[src/rtl/tpwm_pkg.sv]
package tpwm_pkg;
  localparam int unsigned CW    = 16;
  localparam int unsigned DTW   = 10;
  localparam int unsigned NPAIR = 3;
  localparam int unsigned AW    = 4;

  localparam logic [AW-1:0] A_CTRL  = 4'd0;
  localparam logic [AW-1:0] A_PER   = 4'd1;
  localparam logic [AW-1:0] A_DT    = 4'd2;
  localparam logic [AW-1:0] A_OUTEN = 4'd3;
  localparam logic [AW-1:0] A_CHOP  = 4'd4;
  localparam logic [AW-1:0] A_STAT  = 4'd5;
  localparam int unsigned   A_DUTY0 = 8;

  // a zero period is treated as one
  function automatic logic [CW-1:0] per_eff(input logic [CW-1:0] p);
    return (p == '0) ? CW'(1) : p;
  endfunction

  // raw high-side level: on while the counter sits in the top D values
  function automatic logic pwm_level(input logic [CW-1:0] cnt,
                                     input logic [CW-1:0] per,
                                     input logic [CW-1:0] duty);
    if (duty >= per) return 1'b1;
    return cnt >= (per - duty);
  endfunction
endpackage

[src/rtl/tpwm_timebase.sv]
module tpwm_timebase
  import tpwm_pkg::*;
#(
  parameter int unsigned W = CW
) (
  input  logic         clk,
  input  logic         rst_n,
  input  logic         run,
  input  logic [W-1:0] per_in,
  output logic [W-1:0] cnt,
  output logic [W-1:0] per_s,
  output logic         down,
  output logic         sync,
  output logic         load
);
  assign load = !run || (down && cnt == '0);
  assign sync = run && !down && cnt == '0;

  always_ff @(posedge clk or negedge rst_n) begin
    if (!rst_n) begin
      cnt   <= '0;
      down  <= 1'b0;
      per_s <= W'(1);
    end else begin
      if (load) per_s <= per_eff(per_in);
      if (!run) begin
        cnt  <= '0;
        down <= 1'b0;
      end else if (!down) begin
        if (cnt >= per_s - W'(1)) down <= 1'b1;
        else                      cnt  <= cnt + W'(1);
      end else begin
        if (cnt == '0) down <= 1'b0;
        else           cnt  <= cnt - W'(1);
      end
    end
  end


  sync_gap_chk: assert property (@(posedge clk) disable iff (!rst_n)
    sync |=> !sync);

  phase_wrap_chk: assert property (@(posedge clk) disable iff (!rst_n)
    (run && $past(run) && sync) |-> $past(down));

  shadow_hold_chk: assert property (@(posedge clk) disable iff (!rst_n)
    (run && $past(run) && !sync) |-> $stable(per_s));
endmodule

[src/rtl/tpwm_chop.sv]
module tpwm_chop (
  input  logic       clk,
  input  logic       rst_n,
  input  logic       run,
  input  logic [7:0] div,
  output logic       carrier
);
  logic [7:0] cnt;
  always_ff @(posedge clk or negedge rst_n) begin
    if (!rst_n) begin
      cnt     <= '0;
      carrier <= 1'b1;
    end else if (!run) begin
      cnt     <= '0;
      carrier <= 1'b1;
    end else if (cnt >= div) begin
      cnt     <= '0;
      carrier <= !carrier;
    end else begin
      cnt <= cnt + 8'd1;
    end
  end
endmodule

[src/rtl/tpwm_pair.sv]
module tpwm_pair
  import tpwm_pkg::*;
#(
  parameter int unsigned DW = DTW
) (
  input  logic          clk,
  input  logic          rst_n,
  input  logic          run,
  input  logic          raw,
  input  logic [DW-1:0] dt,
  input  logic          xover,
  input  logic          carrier,
  input  logic          chop_hi,
  input  logic          chop_lo,
  input  logic          oe_hi,
  input  logic          oe_lo,
  input  logic          trip_n,
  output logic          out_hi,
  output logic          out_lo
);
  localparam logic [DW-1:0] SAT = '1;
  logic          raw_q;
  logic [DW-1:0] since;
  logic          hi_dt, lo_dt, side_a, side_b, gate;

  always_ff @(posedge clk or negedge rst_n) begin
    if (!rst_n) begin
      raw_q <= 1'b0;
      since <= '0;
    end else if (!run) begin
      raw_q <= 1'b0;
      since <= '0;
    end else begin
      raw_q <= raw;
      if (raw != raw_q)  since <= '0;
      else if (since != SAT) since <= since + DW'(1);
    end
  end

  assign hi_dt  = raw_q && (since >= dt);
  assign lo_dt  = !raw_q && (since >= dt);
  assign side_a = xover ? lo_dt : hi_dt;
  assign side_b = xover ? hi_dt : lo_dt;
  assign gate   = run && trip_n;
  assign out_hi = gate && oe_hi && side_a && (!chop_hi || carrier);
  assign out_lo = gate && oe_lo && side_b && (!chop_lo || carrier);


  dead_gap_chk: assert property (@(posedge clk) disable iff (!rst_n)
    (dt != '0 && $rose(hi_dt)) |-> $past(!lo_dt));
endmodule

[src/rtl/tpwm_gen.sv]
module tpwm_gen
  import tpwm_pkg::*;
(
  input  logic             clk,
  input  logic             rst_n,
  input  logic             wr_en,
  input  logic [AW-1:0]    addr,
  input  logic [CW-1:0]    wdata,
  output logic [CW-1:0]    rdata,
  input  logic             trip_n,
  output logic [NPAIR-1:0] pwm_hi,
  output logic [NPAIR-1:0] pwm_lo,
  output logic             sync_pulse,
  output logic             half_phase,
  output logic             trip_irq
);
  localparam int unsigned XB = 3;

  logic               en_r, chop_hi_r, chop_lo_r, trip_flag;
  logic [NPAIR-1:0]   xover_r;
  logic [CW-1:0]      per_r;
  logic [DTW-1:0]     dt_r;
  logic [2*NPAIR-1:0] oe_r;
  logic [7:0]         chopdiv_r;
  logic [CW-1:0]      duty_r [NPAIR];
  logic [CW-1:0]      duty_s [NPAIR];
  logic [CW-1:0]      cnt, per_s;
  logic               down, load, carrier;
  logic               wr_ctrl, clr_trip;

  assign wr_ctrl  = wr_en && addr == A_CTRL;
  assign clr_trip = wr_en && addr == A_STAT && wdata[1];

  always_ff @(posedge clk or negedge rst_n) begin
    if (!rst_n) begin
      en_r <= 1'b0; chop_hi_r <= 1'b0; chop_lo_r <= 1'b0; xover_r <= '0;
      per_r <= CW'(1); dt_r <= '0; oe_r <= '0; chopdiv_r <= '0;
      trip_flag <= 1'b0;
      for (int i = 0; i < NPAIR; i++) duty_r[i] <= '0;
    end else begin
      if (!trip_n)      en_r <= 1'b0;
      else if (wr_ctrl) en_r <= wdata[0];
      if (wr_ctrl) begin
        chop_hi_r <= wdata[1];
        chop_lo_r <= wdata[2];
        xover_r   <= wdata[XB +: NPAIR];
      end
      if (wr_en && addr == A_PER)   per_r     <= wdata;
      if (wr_en && addr == A_DT)    dt_r      <= wdata[DTW-1:0];
      if (wr_en && addr == A_OUTEN) oe_r      <= wdata[2*NPAIR-1:0];
      if (wr_en && addr == A_CHOP)  chopdiv_r <= wdata[7:0];
      for (int i = 0; i < NPAIR; i++)
        if (wr_en && addr == AW'(A_DUTY0 + i)) duty_r[i] <= wdata;
      if (!trip_n)       trip_flag <= 1'b1;
      else if (clr_trip) trip_flag <= 1'b0;
    end
  end

  always_ff @(posedge clk or negedge rst_n) begin
    if (!rst_n) begin
      for (int i = 0; i < NPAIR; i++) duty_s[i] <= '0;
    end else if (load) begin
      for (int i = 0; i < NPAIR; i++) duty_s[i] <= duty_r[i];
    end
  end

  always_comb begin
    rdata = '0;
    case (addr)
      A_CTRL:  begin
        rdata[0] = en_r; rdata[1] = chop_hi_r; rdata[2] = chop_lo_r;
        rdata[XB +: NPAIR] = xover_r;
      end
      A_PER:   rdata = per_r;
      A_DT:    rdata[DTW-1:0] = dt_r;
      A_OUTEN: rdata[2*NPAIR-1:0] = oe_r;
      A_CHOP:  rdata[7:0] = chopdiv_r;
      A_STAT:  rdata[2:0] = {trip_n, trip_flag, down};
      default: for (int i = 0; i < NPAIR; i++)
                 if (addr == AW'(A_DUTY0 + i)) rdata = duty_r[i];
    endcase
  end

  tpwm_timebase #(.W(CW)) u_tb (
    .clk(clk), .rst_n(rst_n), .run(en_r), .per_in(per_r),
    .cnt(cnt), .per_s(per_s), .down(down), .sync(sync_pulse), .load(load)
  );

  tpwm_chop u_chop (
    .clk(clk), .rst_n(rst_n), .run(en_r), .div(chopdiv_r), .carrier(carrier)
  );

  for (genvar g = 0; g < NPAIR; g++) begin : g_leg
    logic raw;
    assign raw = pwm_level(cnt, per_s, duty_s[g]);
    tpwm_pair #(.DW(DTW)) u_pair (
      .clk(clk), .rst_n(rst_n), .run(en_r), .raw(raw), .dt(dt_r),
      .xover(xover_r[g]), .carrier(carrier),
      .chop_hi(chop_hi_r), .chop_lo(chop_lo_r),
      .oe_hi(oe_r[2*g]), .oe_lo(oe_r[2*g+1]), .trip_n(trip_n),
      .out_hi(pwm_hi[g]), .out_lo(pwm_lo[g])
    );
  end

  assign half_phase = down;
  assign trip_irq   = trip_flag;


  trip_blank_chk: assert property (@(posedge clk) disable iff (!rst_n)
    !trip_n |-> (pwm_hi == '0 && pwm_lo == '0));

  trip_latch_chk: assert property (@(posedge clk) disable iff (!rst_n)
    !trip_n |=> (trip_irq && !en_r));

  trip_sticky_chk: assert property (@(posedge clk) disable iff (!rst_n)
    (trip_irq && !clr_trip) |=> trip_irq);
endmodule

[config.mk]
export PLATFORM = sky130hd
export DESIGN_NAME = tpwm_gen
export DESIGN_NICKNAME = d
export VERILOG_FILES = /design/src/rtl/tpwm_pkg.sv /design/src/rtl/tpwm_timebase.sv /design/src/rtl/tpwm_chop.sv /design/src/rtl/tpwm_pair.sv /design/src/rtl/tpwm_gen.sv
export SDC_FILE = /design/constraint.sdc
export NUM_CORES = 1
export LEC_CHECK = 0
export CAP_MARGIN = 20
export CORE_AREA = 2 2 228 230
export CTS_CLUSTER_DIAMETER = 80
export DETAILED_ROUTE_END_ITERATION = 10
export DIE_AREA = 0 0 230 232
export DONT_BUFFER_PORTS = 1
export PLACE_DENSITY = 0.49
export SLEW_MARGIN = 20
export SYNTH_ARGS = -nofsm -noshare
export SYNTH_HDL_FRONTEND = slang
export SYNTH_SLANG_ARGS = --single-unit
[constraint.sdc]
create_clock -name clk -period 7.46 [get_ports clk]
set_input_delay 0.373 -clock clk [delete_from_list [all_inputs] [get_ports clk]]
set_output_delay 0.373 -clock clk [all_outputs]
set_load 0.05 [all_outputs]
==> results of run 1 <==
-- cell families (layout without fill, tap and decap cells) --
group / after synthesis / in the layout / share of synthesized area
compound gates: 402 / 402 / 0.175
flops: 218 / 218 / 0.360
other cells: 0 / 2 / 0
xor+xnor: 82 / 82 / 0.0473
fa+ha+maj: 173 / 173 / 0.145
simple gates: 413 / 413 / 0.138
buf+inv: 149 / 178 / 0.0392
mux: 130 / 130 / 0.0962
-- worst register-to-register path: stages, from the launching register on --
cell       delay [ps]
dfstp_2           380
inv_1             170
ha_1              210
inv_1              50
fa_1              400
a21o_1            190
a2111oi_0         550
o21ai_1           240
a21o_1            230
a21o_1            200
o31ai_1           250
xor2_1            230
ha_1              280
nor2b_1           140
o21ai_0           140
o211ai_1          120
a21oi_1           150
buf_4             230
nand2_1           280
o31ai_1           360
-- registers in the layout (all words and copies together) (netlist names) --
signal,count
g_leg.u_pair.since,30
g_leg.u_pair.raw_q,3
chopdiv_r,8
u_tb.cnt,16
per_r,16
u_chop.carrier,1
en_r,1
chop_hi_r,1
dt_r,10
duty_r,48
xover_r,3
u_chop.cnt,8
duty_s,48
trip_irq,1
oe_r,6
chop_lo_r,1
u_tb.down,1
u_tb.per_s,16
-- path summary, 6_finish.rpt --
path	slack, ps	to	startpoint
worst max-delay path	2560	g_leg[0].u_pair.since[4]	u_tb.per_s[0]
worst min-delay path	280	oe_r[5]	wr_en
worst max register to register	2560	g_leg[0].u_pair.since[4]	u_tb.per_s[0]
worst min register to register	500	duty_s[37]	duty_r[37]
max in group asynchronous	5940	duty_r[46]	rst_n
min in group asynchronous	410	g_leg[0].u_pair.since[1]	rst_n
-- cells in the final DEF (no fill, tap or decap), types with 26 or more instances in the layout --
cell type	n
a21oi_1	83
nand4_1	26
nand3_1	35
nor2_1	86
nand2_1	114
a21o_1	59
clkbuf_16	26
inv_1	97
xor2_1	35
xnor2_1	47
mux2_2	107
nand2b_1	26
ha_1	169
o21ai_0	92
dfrtp_1	215
-- timing repair --
item	in CTS	in global routing
hold buffers	19	1
setup endpoints to repair	0	0
gates resized for setup	0	0
hold endpoints to repair	313	72
-- cell type report --
type,instances,area share
antenna,2,0.000293
clock buffer,35,0.0430
clock inverter,11,0.00937
inverter,98,0.0215
multi-input combinational,1200,0.536
sequential,218,0.319
tap,680,0.0498
timing repair buffer,34,0.0212
-- power by group through the flow --
stage / logic (uW) / clock network, uW / registers [uW]
2_1_floorplan: 1390 / 0 / 1510
3_3_place_gp: 1760 / 0 / 1610
3_5_place_dp: 1780 / 0 / 1610
4_1_cts: 1840 / 1360 / 1590
5_1_grt: 2070 / 1410 / 1620
6_report: 1840 / 1330 / 1590
-- routing by layer --
layer | up-vias | track usage
met5 | - | 0
met4 | 0 | 0.0381
met3 | 40 | 0.0211
met2 | 189 | 0.269
met1 | 5880 | 0.230
li1 | 5784 | -
-- stage by stage --
stage / total power (uW) / instance area [sq um]
floorplan: 2910 / 15200
global placement: 3360 / 15900
detailed placement: 3390 / 15900
CTS: 4790 / 17000
global route: 5100 / 17100
finish: 4760 / 17100
==> flow_summary.ini, run 1 <==
[floorplan]
dieArea_sq_mm = 0.0534
initial_core_util = 0.298
fp.dieH_microns = 232
core_area_sq_mm = 0.0509
die_w_microns = 230
io-pin-count = 49
rows = 83

[final_layout]
fillers = 5240
final_util = 0.336
area.sequential_sq_mm = 0.00546
drive_gt1_frac = 0.120
multiInputGateArea_sq_mm = 0.00916
syn_to_final_growth_pct = 12.7
final_nets = 1775
layout.cells.non_filler = 2278

[flow_run]
max_cap_viol_count = 0

[global_routing]
grt_pass1_wl_microns = 69500
antenna_found_initial = 2
overflow = 0
grt_max_degree = 219
grt_pass1_vias = 12000
grt_usage = 0.164

[timing]
setup_viol = 0
hold_ws_ps = 277
hold_viol = 0
slew_violations = 0
worst_slack_ps = 2560
finalSetupTns_ps = 0
finClkSkew_ps = 16.9
maxSlewHeadroom = 0.332
fmax_mhz = 204
tightest_slew_ps = 995
fin_crit_sh = 0.657
rsz0062_at_grt = no
period_minus_slack_ps = 4900

[detailed_routing]
first_pass_iters = 5
viasPerCell = 5.22
wl_met2_microns = 20200
dr.first_iter.drc_count = 573
met3WireLength_microns = 1580
wl_met1_microns = 21200
wl_microns = 43700
wl_per_cell_microns = 19.2
vias = 11900
ant_nets = 0
routed.top_layer = met4
drc_errors = 0

[run_status]
status = finished, final reports clean

[setup_path]
critPathArrivalTime_ps = 5340
cpMostUsedCell = a21o_1
required_ps = 7900
cp_slowest_cell = a2111oi_0
crit_cells = 19
worstSetupStartpointType = register
critical_path_class = register to register
r2r_cells = 19
cp_max_fo = 12
endpoint_kind = register
critPathBufInv = 3
cpLargestDelayFamily = compound AO/OA/AOI/OAI gates
critical_path.max_stage_delay_ps = 550
path_cells = inv_1, ha_1, inv_1, fa_1, a21o_1, a2111oi_0, o21ai_1, a21o_1, a21o_1, o31ai_1, xor2_1, ha_1, nor2b_1, o21ai_0, o211ai_1, a21oi_1, buf_4, nand2_1, o31ai_1

[power]
p_switching_uw = 1800
leakage_uw = 0.00791
pwr-share-comb = 0.387
intPower_uw = 2960
switching_share = 0.378
p_clk_frac = 0.279
power_density_mw_per_mm2 = 278
ir_drop_mv = 0.214
pwr-share-seq = 0.334

[placed_design]
hpwl_microns = 32400
post-place-cells = 2208
place.gp.congestion = 0.842
io_buffers = 0
dp_slack_ps = 2590

[yosys]
yosysMostFrequentCell = dfrtp_1
synth_cell_types = 75
async_reset_ff_frac = 1.00
syn_nets = 1764
ys_ff_latch = 218
yosysTopAreaCell = dfrtp_1
yosysSeqAreaShare = 0.360
synthCells = 1567
synth_edf_count = 0
yosys-top-cells-area = dfrtp_1, ha_1, mux2_2
synth.top_cell.area_share = 0.354
yosysWarnings = 0
synth.avg_cell_area_sq_um = 9.69
synth_ff_type = dfrtp_1
synth_area_sq_mm = 0.0152
synth_common_cells = dfrtp_1, ha_1, nand2_1

[clock_tree]
clkTransAtPathRegs_ps = 60
clk_latency_ps = 550
root_buffer = clkbuf_16
clock_sinks = 218
cts_made_buffers = 26
clockBufferDepth = 3
cts_tree = built
post-cts-setup-buffers = 0
cts_htree_levels = 1

[min_path]
hp-class = input port to register
hold_depth = 2
Note: power is estimated with default switching activity, not from simulation.
==> run 2: changes to the inputs <==
Clock period 7.46 ns to 5 ns, I/O delays scaled along.
==> run 2 against run 1 <==
Net effect:
- the flow now finishes with violations (negative hold slack)
- sequential power increased by 50%
- total power up 48%
- worst setup slack got worse by 2100 ps
- non-clock buffer count rose by 2
- clock skew rose by 4.1 ps
- combinational power is 45% higher
- clock power up 50%
- register-to-register slack got worse by 2100 ps
- count of clock-buffer cells in the layout increased by 4
- maximum frequency up 8.4%
- via count rose by 1.4%
- core utilization about the same
- largest cell class unchanged
- largest power group unchanged
==> flow_summary.ini, run 2 (synthesis results as in run 1) <==
[run_status]
status = finished, violations left
violations = negative hold slack

[clock_tree]
cts_made_buffers = 27
hold_buffers = 18
clk_latency_ps = 560
clock_sinks = 218
clkTransAtPathRegs_ps = 60
cts_tree = built
cts_htree_levels = 1
clockBufferDepth = 3
root_buffer = clkbuf_16
post-cts-setup-buffers = 0

[global_routing]
grt_usage = 0.163
met3_usage = 0.0252
use_met2 = 0.263
busiest_layer = met2
overflow = 0
grt_max_degree = 219
met1_usage = 0.227
grt_pass1_wl_microns = 68600
antenna_found_initial = 1
grt_pass1_vias = 12000

[final_layout]
syn_to_final_growth_pct = 12.6
final_common_cell = dfrtp_1
reg_top3 = duty_r: 48 flops, duty_s: 48 flops, g_leg.u_pair.since: 30 flops
final_cell_mix = dfrtp_1, ha_1, nand2_1
final_nets = 1778
layout.cells.non_filler = 2284
multiInputGateArea_sq_mm = 0.00917
area.sequential_sq_mm = 0.00546
design_area_sq_mm = 0.0171
drive_gt1_frac = 0.125
fillers = 5289

[placed_design]
post-place-cells = 2214
io_buffers = 0
place_area_sq_mm = 0.0160
hpwl_microns = 32700
dp_slack_ps = 100
place.gp.congestion = 0.844

[setup_path]
r2r_cells = 16
critPathArrivalTime_ps = 4980
required_ps = 5460
critPathBufInv = 0
endpoint_kind = register
critical_path_class = register to register
cpLargestDelayFamily = compound AO/OA/AOI/OAI gates
r2r_end = g_leg[1].u_pair.since[4]
r2r-start = u_tb.per_s[1]
rrSetupSlack_ps = 480
cpMostUsedCell = a21oi_1
cp_slowest_cell = dfrtp_1
critical_path.max_stage_delay_ps = 590
cp_max_fo = 11
path_cells = ha_1, nor2b_1, o21a_1, o21ai_0, a21oi_1, a2111oi_0, nor3_1, xnor2_1, ha_1, a21oi_1, nor2_1, a211oi_1, a21oi_1, a2111o_1, or4_1, o31ai_1
worstSetupStartpointType = register

[power]
p_clk_frac = 0.283
pwr-share-seq = 0.338
power_density_mw_per_mm2 = 412
p_total_uw = 7040
pwr-share-comb = 0.379
p_switching_uw = 2630
ir_drop_mv = 0.260
leakage_uw = 0.00792
switching_share = 0.373
intPower_uw = 4410

[floorplan]
fp.dieH_microns = 232
io-pin-count = 49
die_w_microns = 230
dieArea_sq_mm = 0.0534
rows = 83
core_area_sq_mm = 0.0509
initial_core_util = 0.298

[timing]
period_minus_slack_ps = 4520
finClkSkew_ps = 21.1
hold_ws_ps = -593
maxSlewHeadroom = 0.207
setup_viol = 0
worst_slack_ps = 479
fmax_mhz = 221
finalSetupTns_ps = 0
tightest_slew_ps = 1180
fin_crit_sh = 0.904
hold_viol = 218
rsz0062_at_grt = no
slew_violations = 0

[detailed_routing]
ant_nets = 0
vias = 12100
viasPerCell = 5.28
wl_microns = 43300
drc_errors = 0
dr.first_iter.drc_count = 724
first_pass_iters = 6
wl_per_cell_microns = 19.0

[flow_run]
max_cap_viol_count = 0

[min_path]
hp-class = input port to async pin
## run 2: cell types whose count changed in the layout (fill, tap and decap cells not counted), moves of 2 or more
cell	before	now
buf_4	12	17
clkbuf_8	5	9
a2111oi_0	4	2
clkinv_8	2	0
inv_6	0	2
buf_16	3	0
bufinv_16	3	1
## run 2: worst max-delay path by stage
| stage | start | end | slack (ps) | cells past startpoint |
|---|---|---|---|---|
| after floorplan | u_tb.per_s[0] | g_leg[0].u_pair.since[1] | 1020 | 19 |
| after global placement | u_tb.per_s[0] | g_leg[0].u_pair.since[5] | 150 | 18 |
| after detailed placement | u_tb.per_s[0] | g_leg[0].u_pair.since[9] | 100 | 18 |
| after CTS | u_tb.per_s[0] | g_leg[0].u_pair.since[9] | 80 | 18 |
| after global routing | u_tb.per_s[0] | g_leg[0].u_pair.since[2] | 100 | 18 |
| final | u_tb.per_s[1] | g_leg[1].u_pair.since[4] | 480 | 16 |
## run 2: layout make-up
type	instances	area share
Clock inverter	11	0.00600
Timing Repair Buffer	36	0.0192
Tap cell	680	0.0498
Multi-Input combinational cell	1200	0.536
Inverter	98	0.0215
Clock buffer	39	0.0474
Sequential cell	218	0.319
Antenna cell	2	0.000293
## run 2: timing repair
item                                    CTS  global route
gates resized for setup                   0             3
hold endpoints to repair                313           218
endpoints found under the setup margin    0            11
## run 2: stage by stage
step	hold slack, ps	util
after floorplan	-45.6	-
after global placement	-22.7	0.314
after detailed placement	-22.8	0.314
after CTS	-624	0.336
after global routing	-626	0.336
final	-593	0.336
## run 2: power by group through the flow
stage,sequential [uW],combinational (uW),clock [uW]
3_5_place_dp,2410,2620,0
3_3_place_gp,2400,2580,0
6_report,2380,2670,1990
2_1_floorplan,2260,2070,0
5_1_grt,2420,3010,2120
4_1_cts,2370,2670,2040
## run 2: layer usage
metal  routed length (microns)  vias up
met2                     19300      229
li1                          -     5804
met4                       939        0
met1                     21000     5970
met5                         0        -
met3                      2040       51
## run 2: worst register-to-register path, stage by stage, from the launching register on
cell and delay, ps:
dfrtp_1 590, ha_1 330, nor2b_1 140, o21a_1 200
o21ai_0 260, a21oi_1 140, a2111oi_0 420, nor3_1 130
xnor2_1 140, ha_1 290, a21oi_1 160, nor2_1 80
a211oi_1 230, a21oi_1 110, a2111o_1 540, or4_1 570
o31ai_1 90
==> run 3: changes to the inputs <==
Settings changed: ABC_AREA set to 1, CORE_AREA 2 2 228 230 to 2 2 229 231, CTS_CLUSTER_SIZE set to 40, DIE_AREA 0 0 230 232 to 0 0 231 233.
==> run 3 against run 2 <==
Net effect:
- the flow still finishes with violations (negative hold slack)
- clock skew grew 2.3 ps
- critical path depth grew 9
- total power shrank 10%
- critical path type unchanged
- largest cell class unchanged
- largest power group unchanged
- highest routed layer unchanged
==> flow_summary.ini, run 3 <==
[placed_design]
io_buffers = 0
post-place-cells = 2662
dp_slack_ps = 985
hpwl_microns = 35400
place.gp.congestion = 0.881

[global_routing]
grt_pass1_wl_microns = 73100
grt_usage = 0.173
grt_max_degree = 219
overflow = 0
antenna_found_initial = 1
grt_pass1_vias = 12800

[floorplan]
io-pin-count = 49
initial_core_util = 0.298
rows = 83
core_area_sq_mm = 0.0511
die_w_microns = 231
dieArea_sq_mm = 0.0538
fp.dieH_microns = 233

[setup_path]
cp_max_fo = 10
critical_path_class = register to register
r2r_cells = 25
endpoint_kind = register
rrSetupSlack_ps = 1020
worstSetupStartpointType = register
required_ps = 5400
critPathArrivalTime_ps = 4390

[clock_tree]
cts_made_buffers = 16
hold_buffers = 10
clockBufferDepth = 3
root_buffer = clkbuf_16
clk_latency_ps = 530
post-cts-setup-buffers = 0
clock_sinks = 218
clkTransAtPathRegs_ps = 110
cts_tree = built
cts_htree_levels = 1

[yosys]
synth_edf_count = 0
synthCells = 2014
async_reset_ff_frac = 1.00
yosysMostFrequentCell = nand2_1
synth_cell_types = 49
yosysSeqAreaShare = 0.358
synth.avg_cell_area_sq_um = 7.56
synth_area_sq_mm = 0.0152
yosysWarnings = 0
ys_ff_latch = 218
synth_common_cells = nand2_1, inv_1, dfrtp_1
syn_nets = 2211
synth_ff_type = dfrtp_1
yosys-top-cells-area = dfrtp_1, ha_1, nand2_1
synth.top_cell.area_share = 0.353
yosysTopAreaCell = dfrtp_1

[run_status]
violations = negative hold slack
status = finished, violations left

[detailed_routing]
drc_errors = 0
vias = 13200
first_pass_iters = 7
viasPerCell = 4.90
wl_per_cell_microns = 17.0
ant_nets = 0
dr.first_iter.drc_count = 771
wl_microns = 45900

[timing]
period_minus_slack_ps = 3980
tightest_slew_ps = 1010
fmax_mhz = 251
hold_ws_ps = -594
maxSlewHeadroom = 0.326
setup_viol = 0
finClkSkew_ps = 23.4
rsz0062_at_grt = no
hold_viol = 218
worst_slack_ps = 1020
slew_violations = 0
finalSetupTns_ps = 0
fin_crit_sh = 0.797

[final_layout]
final_cell_mix = nand2_1, inv_1, dfrtp_1
drive_gt1_frac = 0.0332
final_util = 0.326
reg_top3 = duty_r: 48 flops, duty_s: 48 flops, g_leg.u_pair.since: 30 flops
n_antenna_cell = 0
syn_to_final_growth_pct = 9.27
area.sequential_sq_mm = 0.00546
final_common_cell = nand2_1
multiInputGateArea_sq_mm = 0.00853
layout.cells.non_filler = 2700
final_nets = 2207
fillers = 5484

[min_path]
hp-class = input port to async pin

[flow_run]
max_cap_viol_count = 0

[power]
power_density_mw_per_mm2 = 380
ir_drop_mv = 0.228
leakage_uw = 0.00858
==> run 3: changes by cell type after synthesis, moves of 24 or more <==
cell | previous run | this run
a21oi_1 | 83 | 111
nand3_1 | 35 | 92
o21ai_0 | 94 | 174
inv_1 | 97 | 252
a22oi_1 | 24 | 0
nor2_1 | 87 | 130
a21o_1 | 59 | 11
nand2b_1 | 26 | 0
mux2_2 | 107 | 0
xnor2_1 | 47 | 22
nand2_1 | 114 | 550
o31ai_1 | 24 | 0
==> run 3: layout make-up <==
| type | instances | share of cell area |
|---|---|---|
| Tap cell | 680 | 0.0511 |
| Sequential cell | 218 | 0.328 |
| Clock buffer | 19 | 0.0260 |
| Inverter | 256 | 0.0577 |
| Multi-Input combinational cell | 1487 | 0.513 |
| Timing Repair Buffer | 31 | 0.0155 |
| Clock inverter | 9 | 0.00902 |
==> run 3: routing by layer <==
| metal | track usage | vias to the layer above | part of all wire | wire length (microns) |
|---|---|---|---|---|
| met3 | 0.0151 | 38 | 0.033 | 1530 |
| met1 | 0.247 | 6354 | 0.50 | 22700 |
| met4 | 0.0327 | 0 | 0.013 | 589 |
| met2 | 0.286 | 208 | 0.46 | 21100 |
| li1 | - | 6634 | - | - |
| met5 | 0 | - | 0 | 0 |
==> run 3: final timing paths <==
| path | start | end |
|---|---|---|
| setup / recovery | u_tb.per_s[0] | g_leg[2].u_pair.since[2] |
| hold / removal | rst_n | duty_r[14] |
| setup reg to reg | u_tb.per_s[0] | g_leg[2].u_pair.since[2] |
| hold reg to reg | duty_s[16] | duty_s[16] |
| max in group asynchronous | rst_n | u_tb.per_s[0] |
| min in group clk | wdata[9] | duty_r[25] |
==> run 3: critical path, cell delays in order (launching register included) <==
cell and delay [ps]:
dfstp_2 380, inv_1 170, ha_1 230, inv_1 60, fa_1 400, nand3_1 100, nand2_1 110, nand2_1 80
nand2_1 90, a21oi_1 220, o21ai_0 170, nand2_1 110, nand3_1 70, nand2_1 60, nand2_1 50, ha_1 290
nand4_1 120, inv_1 50, nand2_1 60, nand3_1 70, nor2_1 280, nand3_1 110, nand2_1 90, nand2_2 130
nand2_1 210, o21ai_0 110
==> run 3: timing repair <==
item,CTS,global route
resized for setup,0,0
endpoints found under the hold margin,249,218
setup endpoints to repair,0,0
==> run 3: cells by family (layout without fill, tap and decap cells) <==
family	Yosys count	in the layout	synth area share
adder cells (fa/ha/maj)	173	173	0.144
buffers and inverters	309	315	0.0827
XOR/XNOR	76	76	0.0437
flip-flops	218	218	0.358
AND/OR/NAND/NOR	856	856	0.232
AO/OA/AOI/OAI	382	382	0.139
==> run 3: through the flow <==
stage / total power (uW) / hold WS (ps) / instance area [sq um]
5_1_grt: 6850 / -629 / 16600
3_3_place_gp: 4780 / -36.9 / 16000
2_1_floorplan: 4170 / -45.6 / 15200
3_5_place_dp: 4840 / -37.1 / 16000
4_1_cts: 6370 / -621 / 16600
6_report: 6320 / -594 / 16600
==> run 3: power breakdown <==
group	internal (uW)	total (uW)	switching [uW]
logic	939	2560	1620
clock network	690	1490	799
registers	2030	2270	248
total	3650	6320	2660
